### src/rtl/rffe_slave.sv
module rffe_slave #(
  parameter logic [3:0] USID_RST    = 4'b1010,
  parameter logic [4:0] USID_REG    = 5'd31,
  parameter int         SYNC_STAGES = 2
) (
  input  logic       clk,
  input  logic       rst_n,
  input  logic       sclk,
  input  logic       sdata_in,
  output logic       wr_stb,
  output logic [4:0] wr_addr,
  output logic [7:0] wr_data,
  output logic       rd_req,
  output logic [4:0] rd_addr,
  input  logic [7:0] rd_data,
  output logic       sdata_out,
  output logic       sdata_oe
);

  localparam int CMD_LAST = 12;
  localparam int DAT_LAST = 8;
  localparam int RD_LOAD  = 1;
  localparam int RD_DONE  = 11;

  typedef enum logic [1:0] {IDLE, CMD, WDAT, RDRV} st_t;

  st_t              st;
  logic [3:0]       cnt;
  logic [11:0]      sh;
  logic [3:0]       id;
  logic [9:0]       out_sh;
  logic [SYNC_STAGES:0] sc_p, sd_p;

  wire sc_now = sc_p[SYNC_STAGES-1];
  wire sc_old = sc_p[SYNC_STAGES];
  wire sd_now = sd_p[SYNC_STAGES-1];
  wire sd_old = sd_p[SYNC_STAGES];
  wire s_fall = sc_old & ~sc_now;
  wire s_rise = ~sc_old & sc_now;
  wire ssc    = sd_old & ~sd_now & ~sc_now & ~sdata_oe;

  wire [12:0] frame = {sh, sd_now};
  wire [3:0]  f_sa  = frame[12:9];
  wire [7:0]  f_cmd = frame[8:1];
  wire        f_par = ^frame;
  wire [8:0]  dfr   = {sh[7:0], sd_now};
  wire        d_par = ^dfr;
  wire        hit_w = f_par && (f_sa == id || f_sa == 4'd0);
  wire        hit_r = f_par && f_sa == id && f_sa != 4'd0;

  assign sdata_out = sdata_oe & out_sh[9];

  always_ff @(posedge clk or negedge rst_n) begin
    if (!rst_n) begin
      sc_p     <= '0;
      sd_p     <= '0;
      st       <= IDLE;
      cnt      <= '0;
      sh       <= '0;
      id       <= USID_RST;
      out_sh   <= '0;
      sdata_oe <= 1'b0;
      wr_stb   <= 1'b0;
      wr_addr  <= '0;
      wr_data  <= '0;
      rd_req   <= 1'b0;
      rd_addr  <= '0;
    end else begin
      sc_p   <= {sc_p[SYNC_STAGES-1:0], sclk};
      sd_p   <= {sd_p[SYNC_STAGES-1:0], sdata_in};
      wr_stb <= 1'b0;
      rd_req <= 1'b0;
      if (ssc) begin
        st  <= CMD;
        cnt <= '0;
      end else begin
        case (st)
          CMD: if (s_fall) begin
            sh  <= frame[11:0];
            cnt <= cnt + 4'd1;
            if (cnt == CMD_LAST[3:0]) begin
              st <= IDLE;
              if (f_cmd[7]) begin
                if (hit_w) begin
                  wr_stb  <= 1'b1;
                  wr_addr <= '0;
                  wr_data <= {1'b0, f_cmd[6:0]};
                end
              end else if (f_cmd[7:5] == 3'b010) begin
                if (hit_w) begin
                  st      <= WDAT;
                  cnt     <= '0;
                  wr_addr <= f_cmd[4:0];
                end
              end else if (f_cmd[7:5] == 3'b011 && hit_r) begin
                rd_req  <= 1'b1;
                rd_addr <= f_cmd[4:0];
                st      <= RDRV;
                cnt     <= '0;
              end
            end
          end
          WDAT: if (s_fall) begin
            sh  <= frame[11:0];
            cnt <= cnt + 4'd1;
            if (cnt == DAT_LAST[3:0]) begin
              st <= IDLE;
              if (d_par) begin
                wr_stb  <= 1'b1;
                wr_data <= dfr[8:1];
                if (wr_addr == USID_REG) id <= dfr[4:1];
              end
            end
          end
          RDRV: begin
            if (s_rise && cnt != RD_DONE[3:0]) begin
              cnt <= cnt + 4'd1;
              if (cnt == RD_LOAD[3:0]) begin
                out_sh   <= {rd_data, ~^rd_data, 1'b0};
                sdata_oe <= 1'b1;
              end else if (cnt > RD_LOAD[3:0]) begin
                out_sh <= {out_sh[8:0], 1'b0};
              end
            end
            if (s_fall && cnt == RD_DONE[3:0]) begin
              sdata_oe <= 1'b0;
              st       <= IDLE;
            end
          end
          default: ;
        endcase
      end
    end
  end

endmodule


### config.mk
export PLATFORM = sky130hd
export DESIGN_NAME = rffe_slave
export DESIGN_NICKNAME = d
export VERILOG_FILES = /design/src/rtl/rffe_slave.sv
export SDC_FILE = /design/constraint.sdc
export NUM_CORES = 1
export LEC_CHECK = 0
export BUFFER_PORTS_ARGS = -buffer_cell sky130_fd_sc_hd__clkbuf_2
export CAP_MARGIN = 40
export CORE_ASPECT_RATIO = 0.5
export CORE_MARGIN = 8
export CORE_UTILIZATION = 30
export DETAILED_ROUTE_END_ITERATION = 8
export GPL_TIMING_DRIVEN = 0
export PLACE_DENSITY_LB_ADDON = 0.05
export SLEW_MARGIN = 15
export SYNTH_ARGS = -nofsm -noshare
export SYNTH_HDL_FRONTEND = slang
export SYNTH_SLANG_ARGS = --single-unit
### constraint.sdc
create_clock -name clk -period 3 [get_ports clk]
set_clock_uncertainty 0.15 [all_clocks]
set_input_delay 0.15 -clock clk [delete_from_list [all_inputs] [get_ports clk]]
set_output_delay 0.15 -clock clk [all_outputs]
set_load 0.03 [all_outputs]
# Word level (Yosys, flattened, before mapping)
# Cells that the tools add are included.
[op_classes] n_addsub=1 multipliers=0 n_div=0 magnitude_cmp=1 eq_ne=25 shift=0 mux=54 n_bitwise=13 reduce_logical=28
[ops] op="$mux 8" n=7
[ops] op="$mux 4" n=9
[ops] op="$mux 10" n=2
[ops] op="$mux 2" n=10
[ops] op="$mux 5" n=4
[ops] op="$mux 1" n=18
[ops] op="$ne 3x3->1 const B" n=6
[ops] op="$reduce_and 6->1" n=3
[ops] op="$pmux 8 s2" n=1
[ops] op="$ne 2x2->1 const B" n=7
[ops] op="$reduce_xor 13->1" n=1
[ops] op="$eq 4x4->1 const B" n=3
[ops] op="$pmux 4 s3" n=1
[ops] op="$reduce_and 4->1" n=3
[ops] op="$reduce_bool 2->1" n=5
[ops] op="$reduce_and 9->1" n=1
[ops] op="$reduce_xor 9->1" n=1
[ops] op="$reduce_bool 4->1" n=2
[ops] op="$reduce_xnor 8->1" n=1
[ops] op="$not 1->1" n=7
[ops] op="$reduce_and 7->1" n=1
[ops] op="$and 1x1->1" n=6
[ops] op="$eq 3x2->1 const B" n=2
[ops] op="$logic_and 1x1->1" n=6
[ops] op="14 further kinds" n=15
[word_totals] regBits=59 latch_bits=0 ram_bits=0 mem_bits_ro=0 inputBits=12 out_inout_bits=22 elab_cells=135 memories=0

# Logic depth before layout (Yosys ltp)
[logic_depth] depth_word=11 depth_mapped=9 mapped_depth_nobuf=8

# Least setup slack after synthesis
# Ideal clock, no wire load.
[synth_path] path_type="reg2reg" start="register sh[5]" end="register wr_data[0]" setup_time_ns=0.125 t_arrival_ns=2.480 t_required_ns=2.725 setup_slack_ns=0.245 stages_incl_launch_ff=9 path_buffers=0 period_less_slack_ns=2.755 path_cell_list="dfrtp_1 -> inv_1 -> ha_1 -> xnor2_1 -> xnor2_1 -> xnor2_1 -> mux2_2 -> a211oi_4 -> mux2_2"
[synth_via] elab_chain_len=4 elab_cells_between_ends=6 classes_between="2 x eq/ne; 4 x reduce/logical"
[synth_lines] element="start, declared" line="29" text="logic [11:0] sh;"
[synth_lines] element="start signal, assigned" line="79" text="sh <= frame[11:0];"
[synth_lines] element="start signal, assigned" line="104" text="sh <= frame[11:0];"
[synth_lines] element="$reduce_xor 13->1" line="45" text="wire f_par = ^frame;"
[synth_lines] element="$logic_and 1x1->1" line="48" text="wire hit_w = f_par && (f_sa == id || f_sa == 4'd0);"
[synth_lines] element="$ne 2x2->1 (no source line)"
[synth_lines] element="$reduce_and 9->1 (no source line) (*)"
[synth_lines] element="end signal, assigned" line="87" text="wr_data <= {1'b0, f_cmd[6:0]};"
[synth_lines] element="end signal, assigned" line="110" text="wr_data <= dfr[8:1];"
[synth_lines] element="end, declared" line="12" text="output logic [7:0] wr_data,"
# Mark *: on every way between the ends. The rest lies on a longest branch, timed or not.
# A chain may end at the register's enable or synchronous reset.

# Worst setup path in the final report
# Ends and elaborated chain as after synthesis.

==> results.cfg <==
[floorplanning]
die_y_um = 86.0
dieArea_mm2 = 0.0134
initial_core_util_pct = 31.0
coreArea_mm2 = 0.00948
ios = 34
rows = 25
fp.dieW_um = 156

[critical_path]
r2r_start = sh[5]
crit_fanout = 8
required_ns = 3.07
worstSetupStartpoint = sh[5]
endpoint_kind = flip-flop
crit_path_start_kind = flip-flop
arrival_ns = 2.90
crit_type = reg -> reg

[timing]
worst_slew_pin_slew_ns = 0.678
max_freq_mhz = 353
fin_crit_ns = 2.83
finalHoldViolations = 0
whs_ns = 0.00512
finalSetupViolations = 0
rsz0062_at_grt = false
post-route-period-util_pct = 94.4
maxSlewViolCount = 0
slew_headroom_pct = 54.6

[synth]
synth-main-ff-cell = dfrtp_1
ys_ff_latch = 58
synth_edf_count = 0
syn_area_per_cell_um2 = 11.1
synth_top_cell_area_share_pct = 47.7
synth.largest_area_cell = dfrtp_1
synth_area_mm2 = 0.00294
async_flop_share_pct = 100
syn_inst = 264
synth_nets = 284
synthTopCellsByArea = dfrtp_1 (48%), mux2_2 (11%), xnor2_1 (5.4%), ha_1 (3.4%), a21oi_1 (2.7%)
yosys_warnings = 0
synth_cell_types = 44
ys_seq_area_share_pct = 49.5

[routing]
routed-via-count = 2102
drt_iter0_markers = 91
via_per_inst = 4.63
firstDrtPassIters = 4
routed_wl_um = 6610
wl_per_cell_um = 14.6
remaining_drc_errors = 0
ant_nets = 0

[finish]
syn_to_final_growth_pct = 25.1
final_nets = 334
diodes = 0
mostFrequentLayoutCell = dfrtp_1
layout-drive-gt1-share_pct = 28.8
layout_common_cells = dfrtp_1 (56), clkbuf_2 (33), mux2_2 (28), nor2_1 (20), xnor2_1 (17)

[power_and_ir_drop]
netSwitchingFraction_pct = 36.7
p_leak_nw = 1.67
peakVddDrop_uv = 334
pwr-share-seq_pct = 31.3
p_per_area_mw_per_mm2 = 896
pwr-share-clk_pct = 31.3
internal_power_w = 0.00208
combPwrFrac_pct = 37.3
power_w = 0.00329
p_sw_w = 0.00121

[placement]
io_buffers = 33
place.gp.congestion = 0.760
hpwl_um = 4810

[global_route]
antenna_found_initial = 0
grt_pass1_wl_um = 10700
busiest_layer = met2
grtUsageMet3_pct = 4.06
grt_max_degree = 44
grt_overflow = 0
grtUsageTotal_pct = 10.4
grt_pass1_vias = 2051
met1_usage_pct = 13.5
use_met2_pct = 15.2

[job]
cap_viol_max_count = 0

[clock_network]
ctsHtreeMaxLevel = 3
cts_tree = yes
cts.path.max_buffers = 2
clkLatencyLatePin_ns = 0.33
clk_pin_slew_ns = 0.06
clock_sinks = 58
root_buffer = clkbuf_16
cts-buffers-inserted = 9

[run_status]
status = finished, final reports clean

[min_path]
hp-class = in -> reg
hold_start = rd_data[7]
==> worst paths after layout <==
check / cells past startpoint / slack (ns) / end
worst max-delay path: 9 / 0.17 / wr_data[0]
worst min-delay path: 3 / 0.005 / out_sh[9]
worst max register to register: 9 / 0.17 / wr_data[0]
worst min register to register: 0 / 0.19 / sc_p[1]
max in group asynchronous: 3 / 2.06 / id[3]
min in group asynchronous: 2 / 0.10 / wr_addr[1]
==> metrics by stage <==
stage	worst slack, ns	instances	setup TNS [ns]	area [um^2]	utilization [%]
2_1_floorplan	0.245	264	0	2940	-
3_3_place_gp	-0.103	432	-0.713	3270	34.5
3_5_place_dp	-0.141	433	-0.945	3300	34.8
4_1_cts	0.0141	453	0	3650	38.5
5_1_grt	0.0388	454	0	3670	38.8
6_report	0.169	454	0	3670	38.8
==> cell usage after synthesis (all sizes together) (5+ instances only) <==
master  number
a21oi       16
mux2i        7
xnor2       18
nand3        9
and2         6
nand2       12
nor2b        5
nand4        7
nor2        20
o211ai       5
inv         13
mux2        28
clkbuf       7
ha           8
dfrtp       56
==> routing by layer <==
layer,share of wire (%),wire [um]
met1,51,3380
met2,42,2790
met3,5.0,332
met4,1.6,107
met5,0,0
==> power by group through the flow <==
stage	Combinational, W	Clock (W)	Sequential [W]
5_1_grt	0.00136	0.00109	0.00106
4_1_cts	0.00123	0.00107	0.00104
3_3_place_gp	0.00116	0	0.00105
2_1_floorplan	0.000876	0	0.00107
6_report	0.00123	0.00103	0.00103
3_5_place_dp	0.00118	0	0.00105
==> what timing repair did <==
item                                    4_1_cts  5_1_grt
endpoints found under the setup margin        7        8
endpoints found under the hold margin        59        0
hold buffers                                  4        0
cloned                                        0        0
pin swaps                                     1        1
resized for setup                             1        2
buffers inserted                              0        1
==> state kept, by name (all words and copies together) (netlist names), 2 cells and up <==
name and count:
st 2, sh 12, id 4, sd_p 3, wr_addr 5, rd_addr 5, cnt 4, out_sh 9
sc_p 3, wr_data 8
==> kinds of logic (layout without fill, tap and decap cells) <==
kind of cell	count (synthesis)	after routing	synth area share, %
muxes	35	35	13.1
DFF	58	58	49.5
AOI/OAI and AO/OA	36	36	8.65
xor gates and xnor gates	22	22	6.56
adders and majority gates	8	8	3.41
buffers and inverters	23	78	4.00
and+or+nand+nor	82	82	14.8
==> worst max-delay path, cell delays in order, from the launching register on <==
cell and delay [ns]:
dfrtp_1 0.38, inv_1 0.07, ha_1 0.30, xnor2_1 0.14, xnor2_1 0.17, xnor2_2 0.32, mux2_2 0.42, a211oi_4 0.28
buf_12 0.16, mux2_2 0.33
==> layout make-up <==
class,instances,area [um^2]
multi-input cells,183,1370
flip-flops and latches,58,1450
fillers,966,5800
well taps,135,169
plain buffers,10,70.1
clock inverters,7,78.8
clock buffers,9,225
inverters,13,48.8
repair buffers,39,255
Power figures use the tool's default switching activity.
